<file path="config.mk">
export PLATFORM = sky130hd
export DESIGN_NAME = baud_div_search
export DESIGN_NICKNAME = d
export VERILOG_FILES = /design/src/rtl/bsrch_pkg.sv /design/src/rtl/bsrch_serdiv.sv /design/src/rtl/bsrch_pick.sv /design/src/rtl/baud_div_search.sv
export SDC_FILE = /design/constraint.sdc
export NUM_CORES = 1
export LEC_CHECK = 0
export BUFFER_PORTS_ARGS = -buffer_cell sky130_fd_sc_hd__buf_2
export CAP_MARGIN = 20
export CORE_MARGIN = 4
export CORE_UTILIZATION = 60
export CTS_BUF_LIST = sky130_fd_sc_hd__clkbuf_4
export CTS_CLUSTER_SIZE = 20
export DETAILED_ROUTE_END_ITERATION = 8
export PLACE_DENSITY = 0.76
export SYNTH_ARGS = -nofsm -noshare
export SYNTH_HDL_FRONTEND = slang
export SYNTH_SLANG_ARGS = --single-unit
</file>
<file path="constraint.sdc">
create_clock -name clk -period 14.6 [get_ports clk]
set_clock_uncertainty 0.1 [all_clocks]
set_input_delay 2.92 -clock clk [delete_from_list [all_inputs] [get_ports clk]]
set_output_delay 2.92 -clock clk [all_outputs]
set_load 0.01 [all_outputs]
</file>
<file path="src/rtl/bsrch_pkg.sv">
package bsrch_pkg;
    localparam int FREQ_W = 32;
    localparam int M_BITS = 4;
    localparam int N_BITS = 3;

    typedef enum logic [1:0] {
        ST_IDLE,
        ST_KICK,
        ST_WAIT
    } bsrch_st_e;
endpackage

</file>
<file path="src/rtl/bsrch_serdiv.sv">
// Bit-serial restoring divider: one quotient bit per cycle.
module bsrch_serdiv #(
    parameter int W = 32
) (
    input  logic         clk,
    input  logic         rst_n,
    input  logic         go_i,
    input  logic [W-1:0] num_i,
    input  logic [W-1:0] den_i,
    output logic         valid_o,
    output logic [W-1:0] quot_o
);
    localparam int CW = $clog2(W + 1);

    typedef struct packed {
        logic          run;
        logic          valid;
        logic [CW-1:0] cnt;
        logic [W-1:0]  den;
        logic [W-1:0]  quo;
        logic [W-1:0]  rem;
    } div_s;

    div_s s_d, s_q;
    logic [W:0] shifted;

    always_comb begin
        s_d       = s_q;
        s_d.valid = 1'b0;
        shifted   = {s_q.rem, s_q.quo[W-1]};
        if (go_i && !s_q.run) begin
            s_d.run = 1'b1;
            s_d.cnt = CW'(W);
            s_d.den = den_i;
            s_d.quo = num_i;
            s_d.rem = '0;
        end else if (s_q.run) begin
            if (shifted >= {1'b0, s_q.den}) begin
                s_d.rem = W'(shifted - {1'b0, s_q.den});
                s_d.quo = {s_q.quo[W-2:0], 1'b1};
            end else begin
                s_d.rem = shifted[W-1:0];
                s_d.quo = {s_q.quo[W-2:0], 1'b0};
            end
            s_d.cnt = s_q.cnt - CW'(1);
            if (s_q.cnt == CW'(1)) begin
                s_d.run   = 1'b0;
                s_d.valid = 1'b1;
            end
        end
    end

    always_ff @(posedge clk or negedge rst_n) begin
        if (!rst_n) s_q <= '0;
        else        s_q <= s_d;
    end

    assign valid_o = s_q.valid;
    assign quot_o  = s_q.quo;
endmodule

</file>
<file path="src/rtl/bsrch_pick.sv">
// Error of one candidate and whether it displaces the current best.
module bsrch_pick #(
    parameter int W = 32
) (
    input  logic         first_i,
    input  logic [W-1:0] rate_i,
    input  logic [W-1:0] goal_i,
    input  logic [W-1:0] best_err_i,
    output logic [W-1:0] err_o,
    output logic         take_o
);
    always_comb begin
        err_o  = (rate_i >= goal_i) ? (rate_i - goal_i) : (goal_i - rate_i);
        take_o = first_i || (err_o < best_err_i);
    end
endmodule

</file>
<file path="src/rtl/baud_div_search.sv">
module baud_div_search
    import bsrch_pkg::*;
#(
    parameter int FW = bsrch_pkg::FREQ_W,
    parameter int MB = bsrch_pkg::M_BITS,
    parameter int NB = bsrch_pkg::N_BITS
) (
    input  logic              clk,
    input  logic              rst_n,
    input  logic              start_i,
    input  logic [FW-1:0]     core_hz_i,
    input  logic [FW-1:0]     goal_hz_i,
    output logic              busy_o,
    output logic              done_o,
    output logic              fail_o,
    output logic [MB+NB-1:0]  param_o
);
    localparam int PW = MB + NB;

    typedef struct packed {
        bsrch_st_e       st;
        logic [MB-1:0]   m;
        logic [NB-1:0]   n;
        logic [FW-1:0]   core;
        logic [FW-1:0]   goal;
        logic [FW-1:0]   best_err;
        logic [PW-1:0]   best;
        logic [PW-1:0]   param;
        logic            fail;
        logic            done;
    } top_s;

    top_s s_d, s_q;

    logic          div_go;
    logic          div_valid;
    logic [FW-1:0] div_quot;
    logic [FW-1:0] m_plus1;
    logic [FW-1:0] divisor;
    logic [FW-1:0] cand_err;
    logic          cand_take;
    logic          first_c;
    logic          last_c;

    // Divisor (10*(M+1)) << N from shifts and an add.
    always_comb begin
        m_plus1 = FW'(s_q.m) + FW'(1);
        divisor = ((m_plus1 << 3) + (m_plus1 << 1)) << s_q.n;
        first_c = (s_q.m == '0) && (s_q.n == '0);
        last_c  = (s_q.m == '1) && (s_q.n == '1);
        div_go  = (s_q.st == ST_KICK);
    end

    bsrch_serdiv #(.W(FW)) u_div (
        .clk     (clk),
        .rst_n   (rst_n),
        .go_i    (div_go),
        .num_i   (s_q.core),
        .den_i   (divisor),
        .valid_o (div_valid),
        .quot_o  (div_quot)
    );

    bsrch_pick #(.W(FW)) u_pick (
        .first_i    (first_c),
        .rate_i     (div_quot),
        .goal_i     (s_q.goal),
        .best_err_i (s_q.best_err),
        .err_o      (cand_err),
        .take_o     (cand_take)
    );

    always_comb begin
        s_d      = s_q;
        s_d.done = 1'b0;
        unique case (s_q.st)
            ST_IDLE: begin
                if (start_i) begin
                    if (core_hz_i == '0) begin
                        s_d.done  = 1'b1;
                        s_d.fail  = 1'b1;
                        s_d.param = '0;
                    end else begin
                        s_d.st   = ST_KICK;
                        s_d.core = core_hz_i;
                        s_d.goal = goal_hz_i;
                        s_d.m    = '0;
                        s_d.n    = '0;
                    end
                end
            end
            ST_KICK: s_d.st = ST_WAIT;
            ST_WAIT: begin
                if (div_valid) begin
                    if (cand_take) begin
                        s_d.best_err = cand_err;
                        s_d.best     = {s_q.m, s_q.n};
                    end
                    if (last_c) begin
                        s_d.st    = ST_IDLE;
                        s_d.done  = 1'b1;
                        s_d.fail  = 1'b0;
                        s_d.param = cand_take ? {s_q.m, s_q.n} : s_q.best;
                    end else begin
                        s_d.st = ST_KICK;
                        s_d.m  = s_q.m + MB'(1);
                        if (s_q.m == '1) s_d.n = s_q.n + NB'(1);
                    end
                end
            end
            default: s_d.st = ST_IDLE;
        endcase
    end

    always_ff @(posedge clk or negedge rst_n) begin
        if (!rst_n) begin
            s_q    <= '0;
            s_q.st <= ST_IDLE;
        end else begin
            s_q <= s_d;
        end
    end

    assign busy_o  = (s_q.st != ST_IDLE);
    assign done_o  = s_q.done;
    assign fail_o  = s_q.fail;
    assign param_o = s_q.param;
endmodule

</file>
==> metrics.md <==
| Metric | Value |
|---|---|
| RD Place Congestion | roughly 0.96 |
| R2R setup slack | approximately 8.3 ns |
| Initial DRC Count | between 900 and 1,000 |
| WP data arrival | approximately 6.7 ns |
| Chip width | ~160 um |
| Crit. End Element | flip-flop |
| Most frequent cell after synthesis | dfrtp_1 |
| Final Hold Viols | 0 |
| GRT Overall Usage | ~27% |
| CTS max path bufs | 3 |
| H-Tree Depth | 2 |
| FF-to-FF path depth | 18 |
| Worst Hold Depth | 1 |
| Share of post-route cells with drive strength above 1 | 16.49% |
| Worst reg2reg startpoint | u_div.quot_o[24]$_DFFE_PN0P_ |
| Largest net degree at the start of global routing | 107 |
| Hold Path Origin | u_div.s_q[101]$_DFFE_PN0P_ |
| Register area | between 0.005 and 0.006 mm^2 |
| Tcrit/Tclk final | 42.90% |
| Fmax | between 150 and 200 MHz |
| Status | finished clean |
| Vias | about 12,000 |
| Post-synthesis adder-cell area fraction | 10.68% |
| Xor/xnor cell area share of the yosys netlist | under 10% |
| #FFs+latches synth | ~210 |
| Setup TNS | 0 ns |
| DIE HEIGHT | around 160 um |
| Initial antenna violation count | 4 |
| RSZ-0062 raised after global routing | false |
| Critical path peak fanout | 46 |
| CTS Hold Buffers Added | 0 |
| Mapped cell area | about 0.015 mm^2 |
| Number of cell rows | 56 |
| Synth top area share | between 30% and 40% |
| First-pass GRT wire length | between 50,000 and 60,000 um |
| Hpwl dp | 27,610 um |
| Drt wl/cell | 18.04 um |
| Required time of the critical path | between 15 and 20 ns |
| Number of synthesized flops with an enable pin | 0 |
| Setup Fix Bufs, Post-CTS | 0 |
| Hold endpoint | u_div.s_q[101]$_DFFE_PN0P_ |
| I/O Buffers | 76 |
| Post-synthesis async set-or-reset flop share | 100.0% |
| Post-synthesis sequential area ratio | ~36% |
| Fin Hold WS | 0.3721 ns |
| Syn_area_per_cell | around 9.0 um^2 |
| Simple-gate share of the synthesized area | a little over an eighth |
| Hold/Removal Path Class | flip-flop to flip-flop |
| Largest family of logic cells by synthesized area | compound AO/OA/AOI/OAI gates |
| Final WL | 36,870 um |
| Synth Net Count | approximately 1,800 |
| Core box area | approximately 0.024 mm^2 |
| Worst vdd ir | about 0.000058 V |
| Root Buffer | clkbuf_4 |
| TritonCTS buffer count | 55 |
| Drt pass-1 iters | 5 |
| Worst-margin pin slew | approximately 1.0 ns |
| Power Total | around 1.1 mW |
| # fillers | about 2,000 |
| Vias per cell | 5.984 |
| Synth warn | 0 |
| Area of the multi-input gates | 0.008506 mm^2 |
| Fin crit period | around 6.3 ns |
| Vias in the first global route | 11,620 |
| Endpoints failing setup | 0 |
| Max capacitance violation total | 0 |
| Static Leak | between 7 and 8 nW |
| Clk_lat worst skew | 0.68 ns |
| Remaining global-route overflow | 0 |
| Post-DRT Antenna Nets | 0 |
| Max-slew headroom | 29.79% |
| Area growth, synth to finish | 8.211% |
| Final #Nets | about 1,900 |
| Top cells by area, synth | dfrtp_1 36%, ha_1 10%, mux2_2 7.5%, mux2i_1 5.5%, o21ai_0 4.8% |
| Setup crit start kind | flip-flop |
| Synthesized instance count | ~1,600 |
| Critical path class | flip-flop to flip-flop |
| Post-synthesis mux area share | between 10% and 20% |
| Compound-cell area share of the yosys netlist | 18.12% |
| Post-synth cell types | between 70 and 80 |
| Top cells by count, synth | 208 x dfrtp_1, 184 x nand2_1, 145 x inv_1 |
| Reg clk slew, reported paths | roughly 0.07 ns |
| Boundary Pins | 77 |
| FF-to-FF End | s_q[36]$_DFFE_PN0P_ |
| Drt drc | 0 |
| Clock tree from TritonCTS | yes |
| Pwr dens | 69.74 mW/mm^2 |
| Post-synth top area cell | dfrtp_1 |
| CTS sink cnt | 208 |
| Count of final max-slew check failures | 0 |
| Full die area | ~0.027 mm^2 |
| Synth Flop Type | dfrtp_1 |
| CTS-repair resized insts | 0 |
| Initial Util | 61.71% |
## layer usage
layer | part of all wire [%] | vias to the layer above | track usage, %
li1 | - | 5896 | -
met1 | 48 | 5928 | 41.69
met2 | 43 | 346 | 40.01
met3 | 5.8 | 60 | 4.517
met4 | 2.5 | 2 | 8.807
met5 | 0.033 | - | 0
## worst max path at each step
| stage | depth (start not counted) | end | start |
|---|---|---|---|
| after floorplan | 22 | s_q[18]$_DFFE_PN0P_ | u_div.quot_o[0]$_DFFE_PN0P_ |
| after global placement | 18 | s_q[23]$_DFFE_PN0P_ | u_div.quot_o[24]$_DFFE_PN0P_ |
| after detailed placement | 18 | s_q[28]$_DFFE_PN0P_ | u_div.quot_o[24]$_DFFE_PN0P_ |
| after CTS | 18 | s_q[22]$_DFFE_PN0P_ | u_div.quot_o[24]$_DFFE_PN0P_ |
| after global routing | 19 | s_q[22]$_DFFE_PN0P_ | s_q[72]$_DFFE_PN0P_ |
| final | 18 | s_q[36]$_DFFE_PN0P_ | u_div.quot_o[24]$_DFFE_PN0P_ |
## worst max-delay path, cell delays in order (launching register included)
cell and delay, ns:
dfrtp_1 0.41, ha_1 0.55, nand4_1 0.24, nor3_1 0.35
nand4_1 0.19, o21ba_1 0.52, or2_1 0.52, buf_4 0.35
a211oi_1 0.09, o21a_1 0.22, or2_2 0.27, ha_1 0.31
a21o_1 0.17, a21o_1 0.17, a221oi_1 0.34, nor3b_1 0.50
o21ai_4 0.15, buf_4 0.33, mux2_2 0.33
## state kept, by name, summed over array words and instances (netlist names)
| register | flops |
|---|---|
| done_o | 1 |
| fail_o | 1 |
| param_o | 7 |
| s_q | 112 |
| u_div.quot_o | 32 |
| u_div.s_q | 54 |
| u_div.valid_o | 1 |
## cells by family after synthesis
kind of cell             Yosys count
AO/OA/AOI/OAI                    422
XOR/XNOR                          53
adder cells (fa/ha/maj)          123
buffers and inverters            231
flip-flops                       208
multiplexers                     177
AND/OR/NAND/NOR                  408
## stage by stage
stage	setup WS, ns	std cells	cell area, um^2	util [%]
finish	8.337	2044	15810	66.77
floorplan	9.581	1622	14610	-
global placement	8.517	1942	15130	63.87
detailed placement	8.433	1942	15130	63.87
global route	7.827	2044	15810	66.77
CTS	8.391	2041	15810	66.74
## cells in the final DEF (no fill, tap or decap), types with 13 or more instances in the layout
cell type,n
nand2b_1,17
ha_1,120
o211ai_1,32
a31oi_1,18
buf_2,75
nor3_1,19
o21ai_0,139
nand2_1,184
xor2_1,31
nor2_1,73
dfrtp_1,207
clkbuf_4,73
xnor2_1,22
clkinv_1,21
nand4_1,25
a21oi_1,101
nor4_1,13
mux2i_1,80
inv_1,145
a211oi_1,19
nand3_1,20
mux2_2,97
a21o_1,31
## power breakdown
| part | switching, mW | internal, mW | total [mW] | leakage, nW |
|---|---|---|---|---|
| combinational | 0.0174 | 0.00725 | 0.0247 | 4.72 |
| sequential | 0 | 0.576 | 0.576 | 2.81 |
| clock | 0.250 | 0.252 | 0.502 | 0.401 |
## cell type report
| type | count | area share [%] |
|---|---|---|
| antenna | 3 | 0.04747 |
| clock buffer | 73 | 3.465 |
| clock inverter | 26 | 0.8387 |
| inverter | 146 | 3.465 |
| multi-input combinational | 1183 | 53.79 |
| sequential | 208 | 32.94 |
| tap | 319 | 2.524 |
| timing repair buffer | 86 | 2.935 |
No activity file was read; power rests on OpenSTA's default activity.
